File: config.mk
export PLATFORM = sky130hd
export DESIGN_NAME = toffoli_cascade
export DESIGN_NICKNAME = d
export VERILOG_FILES = /design/src/rtl/tcasc_pkg.sv /design/src/rtl/tcasc_store.sv /design/src/rtl/tcasc_gate.sv /design/src/rtl/toffoli_cascade.sv
export SDC_FILE = /design/constraint.sdc
export NUM_CORES = 2
export LEC_CHECK = 0
export ABC_AREA = 1
export BUFFER_PORTS_ARGS = -buffer_cell sky130_fd_sc_hd__clkbuf_2
export CAP_MARGIN = 20
export CORE_MARGIN = 3
export CORE_UTILIZATION = 45
export DETAILED_ROUTE_END_ITERATION = 8
export GPL_ROUTABILITY_DRIVEN = 1
export MAX_ROUTING_LAYER = met4
export SKIP_CTS_REPAIR_TIMING = 1
export SYNTH_ARGS = -nofsm -noshare
export SYNTH_HDL_FRONTEND = slang
export SYNTH_SLANG_ARGS = --single-unit
File: constraint.sdc
create_clock -name clk -period 5.89 [get_ports clk]
set_input_delay 1.178 -clock clk [delete_from_list [all_inputs] [get_ports clk]]
set_output_delay 1.178 -clock clk [all_outputs]
set_load 0.02 [all_outputs]
File: src/rtl/tcasc_pkg.sv
package tcasc_pkg;

    typedef enum logic [1:0] {
        CTL_NEG = 2'd0,
        CTL_POS = 2'd1,
        CTL_ANY = 2'd2,
        CTL_BAD = 2'd3
    } ctl_code_e;

    typedef enum logic [1:0] {
        PH_IDLE = 2'd0,
        PH_RUN  = 2'd1,
        PH_FIN  = 2'd2
    } phase_e;

endpackage

File: src/rtl/tcasc_store.sv
module tcasc_store #(
    parameter int DEPTH = 64,
    parameter int AW    = 6,
    parameter int WIDTH = 48
) (
    input  logic             clk,
    input  logic             we,
    input  logic [AW-1:0]    waddr,
    input  logic [WIDTH-1:0] wdata,
    input  logic [AW-1:0]    raddr,
    output logic [WIDTH-1:0] rdata
);

    logic [WIDTH-1:0] mem_q [DEPTH];

    always_ff @(posedge clk) begin
        if (we) begin
            mem_q[waddr] <= wdata;
        end
    end

    assign rdata = mem_q[raddr];

endmodule

File: src/rtl/tcasc_gate.sv
module tcasc_gate #(
    parameter int NLINES = 11,
    parameter int NIN    = 5,
    parameter int SLOTS  = 16
) (
    input  logic [NLINES-1:0]  lines_i,
    input  logic [2*SLOTS-1:0] ctl_i,
    input  logic [SLOTS-1:0]   tgt_i,
    output logic [NLINES-1:0]  lines_o,
    output logic               bad_o
);

    logic [SLOTS-1:0] act;
    logic [SLOTS-1:0] bad;
    logic             fire;

    for (genvar s = 0; s < SLOTS; s++) begin : g_slot
        tcasc_pkg::ctl_code_e code;
        assign code = tcasc_pkg::ctl_code_e'(ctl_i[2*s+1:2*s]);
        if (s < NLINES) begin : g_live
            localparam bit IS_INPUT = (s < NIN);
            assign act[s] = (code == tcasc_pkg::CTL_ANY)
                          | ((code == tcasc_pkg::CTL_POS) &  lines_i[s])
                          | ((code == tcasc_pkg::CTL_NEG) & ~lines_i[s]);
            assign bad[s] = (code == tcasc_pkg::CTL_BAD)
                          | (tgt_i[s] & (code != tcasc_pkg::CTL_ANY))
                          | (tgt_i[s] & IS_INPUT);
        end else begin : g_spare
            assign act[s] = 1'b1;
            assign bad[s] = (code != tcasc_pkg::CTL_ANY) | tgt_i[s];
        end
    end

    assign fire    = &act;
    assign bad_o   = |bad;
    assign lines_o = lines_i ^ ({NLINES{fire}} & tgt_i[NLINES-1:0]);

endmodule

File: src/rtl/toffoli_cascade.sv
module toffoli_cascade #(
    parameter int K_IN    = 5,
    parameter int M_OUT   = 5,
    parameter int HAS_ANC = 1,
    parameter int SLOTS   = 16,
    parameter int DEPTH   = 64
) (
    input  logic                           clk,
    input  logic                           rst_n,
    input  logic                           wr_en,
    input  logic [$clog2(DEPTH)-1:0]       wr_addr,
    input  logic [2*SLOTS-1:0]             wr_ctl,
    input  logic [SLOTS-1:0]               wr_tgt,
    input  logic [$clog2(DEPTH):0]         gate_count,
    input  logic                           reverse,
    input  logic                           start,
    input  logic [K_IN-1:0]                x_in,
    output logic                           busy,
    output logic                           done,
    output logic                           err,
    output logic [K_IN+M_OUT+HAS_ANC-1:0]  lines_out
);

    localparam int NLINES = K_IN + M_OUT + HAS_ANC;
    localparam int NUPPER = NLINES - K_IN;
    localparam int AW     = $clog2(DEPTH);
    localparam int CW     = AW + 1;
    localparam int GW     = 3 * SLOTS;

    typedef struct packed {
        tcasc_pkg::phase_e ph;
        logic [NLINES-1:0] lines;
        logic [AW-1:0]     ptr;
        logic [CW-1:0]     left;
        logic              rev;
        logic              err;
    } state_t;

    state_t st_d, st_q;

    logic [GW-1:0]        rd_word;
    logic [NLINES-1:0]    gate_lines;
    logic                 gate_bad;
    logic [CW-1:0]        cnt_eff;
    logic                 wr_ok;

    assign wr_ok = wr_en && (st_q.ph != tcasc_pkg::PH_RUN);

    tcasc_store #(
        .DEPTH (DEPTH),
        .AW    (AW),
        .WIDTH (GW)
    ) u_store (
        .clk   (clk),
        .we    (wr_ok),
        .waddr (wr_addr),
        .wdata ({wr_tgt, wr_ctl}),
        .raddr (st_q.ptr),
        .rdata (rd_word)
    );

    tcasc_gate #(
        .NLINES (NLINES),
        .NIN    (K_IN),
        .SLOTS  (SLOTS)
    ) u_gate (
        .lines_i (st_q.lines),
        .ctl_i   (rd_word[2*SLOTS-1:0]),
        .tgt_i   (rd_word[GW-1:2*SLOTS]),
        .lines_o (gate_lines),
        .bad_o   (gate_bad)
    );

    assign cnt_eff = (gate_count > CW'(DEPTH)) ? CW'(DEPTH) : gate_count;

    always_comb begin
        st_d = st_q;
        unique case (st_q.ph)
            tcasc_pkg::PH_RUN: begin
                if (gate_bad) begin
                    st_d.lines = {NUPPER'(0), st_q.lines[K_IN-1:0]};
                    st_d.err   = 1'b1;
                    st_d.ph    = tcasc_pkg::PH_FIN;
                end else begin
                    st_d.lines = gate_lines;
                    st_d.left  = st_q.left - CW'(1);
                    st_d.ptr   = st_q.rev ? (st_q.ptr - AW'(1)) : (st_q.ptr + AW'(1));
                    if (st_q.left == CW'(1)) begin
                        st_d.ph = tcasc_pkg::PH_FIN;
                    end
                end
            end
            default: begin
                if (start) begin
                    st_d.lines = {NUPPER'(0), x_in};
                    st_d.err   = 1'b0;
                    st_d.rev   = reverse;
                    st_d.left  = cnt_eff;
                    st_d.ptr   = reverse ? AW'(cnt_eff - CW'(1)) : '0;
                    st_d.ph    = (cnt_eff == '0) ? tcasc_pkg::PH_FIN : tcasc_pkg::PH_RUN;
                end
            end
        endcase
    end

    always_ff @(posedge clk or negedge rst_n) begin
        if (!rst_n) begin
            st_q <= '0;
        end else begin
            st_q <= st_d;
        end
    end

    assign busy      = (st_q.ph == tcasc_pkg::PH_RUN);
    assign done      = (st_q.ph == tcasc_pkg::PH_FIN);
    assign err       = st_q.err;
    assign lines_out = st_q.lines;

endmodule

==> parameters.txt <==
Parameter                              Value

Worst setup path
  Cell repeated most along the worst path ... sky130_fd_sc_hd__nand2_1
  Kind of end point of the critical path ... flop
  Class of the most critical setup path ... reg2reg
  Count of buffer and inverter cells on the critical path ... 2
  Standard cell with the maximum stage delay on the critical path ... sky130_fd_sc_hd__dfrtp_4
  Critical Path Source Type ... flop
  Worst-path cell chain ... inv_16 > buf_4 > nand2_1 > nand3_1 > nand3_1 > nand3_1 > nand3_1 > nand3_1 > nand2_1 > nand2_1 > nand2_1 > nor2_1 > nand3_1 > nor2_1 > nand2_1 > nor2_2 > nand2_1 > nand2_1 > a21oi_1
  CP delay by family, top ... simple AND/OR/NAND/NOR gates
  CP peak stage delay ... 0.74 ns
  WP data arrival ... 5.43 ns
  Worst Path Required ... 6.71 ns
  Critical path fanouts, max ... 171

STA
  Worst setup margin ... 1.28 ns
  Summed negative setup slack over all endpoints ... 0 ns
  Slew HR ... 0.218
  Clock skew after layout ... between 0.09 and 0.1 ns
  Setup violators final ... 0
  Fmax achieved ... about 220 MHz
  Final period util ... 0.782
  Worst-Margin Slew ... 1.17 ns
  Min Clock Period, post-route ... between 4 and 5 ns
  Setup repair after global routing missed its margin ... false
  Number of hold-slack violations in the final timing report ... 0
  Final hold slack ... 0.333 ns
  Number of pins with negative max-slew slack in the final report ... 0

GRT
  Met2 track utilization from global routing ... 0.403
  Vias in the first global route ... between 70000 and 80000
  Initial antenna violation count ... 13
  Met3 track demand over resource in global routing ... 0.0417
  GRT Resource Usage Total ... 0.261
  Most utilized layer in the global route result ... met2
  GR Overflow Total ... 0
  Largest net degree at the start of global routing ... approximately 190
  Wire length of the first global-routing pass ... 515000 microns
  Met1 capacity usage during global routing ... 0.352

Power
  P_leak ... 48.3 nW
  Sequential share of power ... 0.405
  VDD IR-drop max ... 353 uV
  Switching power share of the total ... 0.334
  Proportion of power drawn by the clock network ... 0.332
  Psw ... 20.4 mW
  Internal Pwr Total ... 40.7 mW
  Power per cell area ... 443 nW/um^2
  Logic pwr share ... 0.263
  Total power after layout ... 61.1 mW

Die
  Site row count ... 190
  Starting density of the core ... 0.453
  Number of ports placed on the die boundary ... 85
  Die ar. ... approximately 280000 sq um
  Die Ht ... around 530 microns
  Core area ... 268000 sq um
  DIE WIDTH ... 525 microns

Flow run
  Maximum Capacitance Violations ... 0

Finish
  Core utilization of the finished layout ... 0.514
  Sequential standard cell area ... 93000 sq um
  Design area ... 138000 sq um
  Area growth from synthesis to layout ... 13.5%
  Share of layout cells above drive strength 1 ... 0.0897
  Multi-input logic area ... 25500 sq um
  Fin cells ... 13500
  Filler cells ... between 20000 and 25000
  # nets final ... 9743

Clock tree
  Sinks on the clock net ... 3100
  Cell at the root of the clock tree ... sky130_fd_sc_hd__clkbuf_16
  Number of levels in the clock H-tree ... 5
  Clock slew seen by the registers of the worst setup and hold paths ... 0.07 ns
  Clock tree from TritonCTS ... yes
  Clock Latency Late Sink ... 0.96 ns
  Number of buffers added by the clock tree synthesis step ... 333
  Number of buffers on the longest clock path ... 4

Status
  Run status ... completed

Hold path
  Path category of the worst min-delay check ... in2async

Yosys
  Area share of the leading cell type in the synthesized netlist ... 0.760
  Sequential element share of the synthesized area ... 0.765
  Post-synthesis cell area ... approximately 120000 sq um
  Number of synthesis warnings ... 0
  Synth Net Count ... 9600
  Dominant register cell in the synthesized netlist ... sky130_fd_sc_hd__edfxtp_1
  Post-Syn Instances ... 9521
  Count of state elements after synthesis ... 3100
  Asr flop ratio synth ... 0.00903
  Most area-hungry cell type in the Yosys netlist ... sky130_fd_sc_hd__edfxtp_1
  Number of library cell types mapped by synthesis ... between 40 and 50
  Number of flops mapped to enable cells by yosys ... around 3000
  Synthesized area divided by synthesized cell count ... ~13 sq um
  Top cells by area, synth ... sky130_fd_sc_hd__edfxtp_1 (76%), sky130_fd_sc_hd__nand3_1 (8.8%), sky130_fd_sc_hd__nand2_1 (8.5%), sky130_fd_sc_hd__buf_2 (1.4%), sky130_fd_sc_hd__nor2_1 (1.0%)

Place
  Placed Area ... 127000 sq um
  PortBufs ... 84
  Setup slack at placement ... 1.46 ns
  Global placement routability congestion ... 0.923
  Detailed Place HPWL ... 185000 microns
  Placed instance count ... 12900

Routing
  Detailed-route DRC error count ... 0
  Wire length after detailed routing ... 357000 microns
  Routed vias/inst ... around 5.7
  DRC violation total after the first TritonRoute iteration ... roughly 10000
  Routed length per instance ... around 27 microns
  Drt first pass iters ... 8
  Vias post-DR ... between 70000 and 80000
  Antenna viol nets, final ... 0
-- worst reg2reg max path: cells and delay by family (launching register included) --
| kind | cells | cell delay (ns) |
|---|---|---|
| buffers and inverters | 2 | 1.37 |
| and+or+nand+nor | 16 | 2.30 |
| DFF | 1 | 0.74 |
| AOI/OAI and AO/OA | 1 | 0.07 |
-- cells in the final DEF (no fill, tap or decap), drive strengths merged, types with 32 or more instances in the layout --
cell / n
buf: 263
nand2: 2755
nor2: 335
nand4: 59
o31ai: 32
nor3: 40
bufinv: 34
nand3b: 40
a21oi: 59
edfxtp: 3072
clkbuf: 486
clkinv: 129
nand3: 2144
inv: 231
o21ai: 101
-- synthesized netlist by cell type, types with 2 or more instances --
library cell / instances
sky130_fd_sc_hd__o21bai_1: 3
sky130_fd_sc_hd__o21ai_1: 16
sky130_fd_sc_hd__a31oi_1: 2
sky130_fd_sc_hd__o31ai_1: 32
sky130_fd_sc_hd__edfxtp_1: 3072
sky130_fd_sc_hd__o211ai_1: 8
sky130_fd_sc_hd__buf_6: 4
sky130_fd_sc_hd__a21boi_0: 4
sky130_fd_sc_hd__inv_2: 4
sky130_fd_sc_hd__and3_1: 2
sky130_fd_sc_hd__or2_0: 2
sky130_fd_sc_hd__clkinv_1: 2
sky130_fd_sc_hd__a21oi_1: 52
sky130_fd_sc_hd__a21oi_2: 7
sky130_fd_sc_hd__and2_1: 2
sky130_fd_sc_hd__nor2_1: 333
sky130_fd_sc_hd__ha_1: 7
sky130_fd_sc_hd__or2_1: 2
sky130_fd_sc_hd__buf_1: 53
sky130_fd_sc_hd__buf_2: 351
sky130_fd_sc_hd__nand3b_1: 40
sky130_fd_sc_hd__o311ai_1: 2
sky130_fd_sc_hd__nor2_2: 2
sky130_fd_sc_hd__nor3_1: 40
sky130_fd_sc_hd__nor4_1: 3
sky130_fd_sc_hd__o21ai_0: 85
sky130_fd_sc_hd__nor3b_1: 14
sky130_fd_sc_hd__a22oi_1: 2
sky130_fd_sc_hd__nand3_1: 2143
sky130_fd_sc_hd__xnor2_1: 6
sky130_fd_sc_hd__nand4_1: 59
sky130_fd_sc_hd__or3_1: 9
sky130_fd_sc_hd__dfrtp_1: 28
sky130_fd_sc_hd__clkbuf_1: 90
sky130_fd_sc_hd__nand2_1: 2753
sky130_fd_sc_hd__nand2_4: 2
sky130_fd_sc_hd__inv_1: 220
sky130_fd_sc_hd__a21o_1: 5
sky130_fd_sc_hd__buf_4: 41
sky130_fd_sc_hd__or2_2: 3
sky130_fd_sc_hd__o22ai_1: 8
-- logic make-up (layout without fill, tap and decap cells) --
logic type                 after synthesis  count (layout)  synth area share
muxes                                    1               1         0.0000824
and+or+nand+nor                       5412            5412             0.193
adders and majority gates                8               8          0.000886
AOI/OAI and AO/OA                      227             227            0.0109
xor gates and xnor gates                 7               7          0.000505
buffers and inverters                  766            1155            0.0288
DFF                                   3100            3100             0.765
other                                    0               7                 0
-- routing by layer --
metal	part of all wire	wire, microns
met3	0.086	30700
met2	0.47	167000
met5	0	0
met4	0.038	13700
met1	0.41	146000
-- registers in the layout (all words and copies together), names as in the netlist --
name           flops
err                1
lines_out         11
st_q              16
u_store.mem_q   3072
-- final cells by class --
type,count,share of cell area
repair buffers,347,0.0261
well taps,3552,0.0322
clock inverters,179,0.0130
multi-input cells,5655,0.185
flip-flops and latches,3100,0.674
diodes,7,0.000127
inverters,227,0.00646
clock buffers,402,0.0631
-- final timing paths --
check | end | cells past startpoint | slack [ns] | startpoint
min in group clk | st_q[26]$_DFFE_PN0P_ | 2 | 0.51 | st_q[26]$_DFFE_PN0P_
worst min-delay path | st_q[8]$_DFFE_PN0P_ | 1 | 0.33 | rst_n
worst min register to register | st_q[26]$_DFFE_PN0P_ | 2 | 0.51 | st_q[26]$_DFFE_PN0P_
worst max-delay path | st_q[27]$_DFFE_PN0P_ | 19 | 1.28 | st_q[9]$_DFFE_PN0P_
max in group asynchronous | st_q[11]$_DFFE_PN0P_ | 1 | 4.92 | rst_n
worst max register to register | st_q[27]$_DFFE_PN0P_ | 19 | 1.28 | st_q[9]$_DFFE_PN0P_
-- power groups by stage --
| stage | clock network (mW) | registers [mW] | logic [mW] |
|---|---|---|---|
| after CTS | 20.6 | 24.7 | 15.9 |
| after global routing | 21.5 | 24.7 | 17.5 |
| after floorplan | 0 | 24.9 | 10.4 |
| final | 20.3 | 24.7 | 16.1 |
| after global placement | 0 | 25.2 | 15.7 |
| after detailed placement | 0 | 25.2 | 15.9 |
No activity file was read; power rests on OpenSTA's default activity.
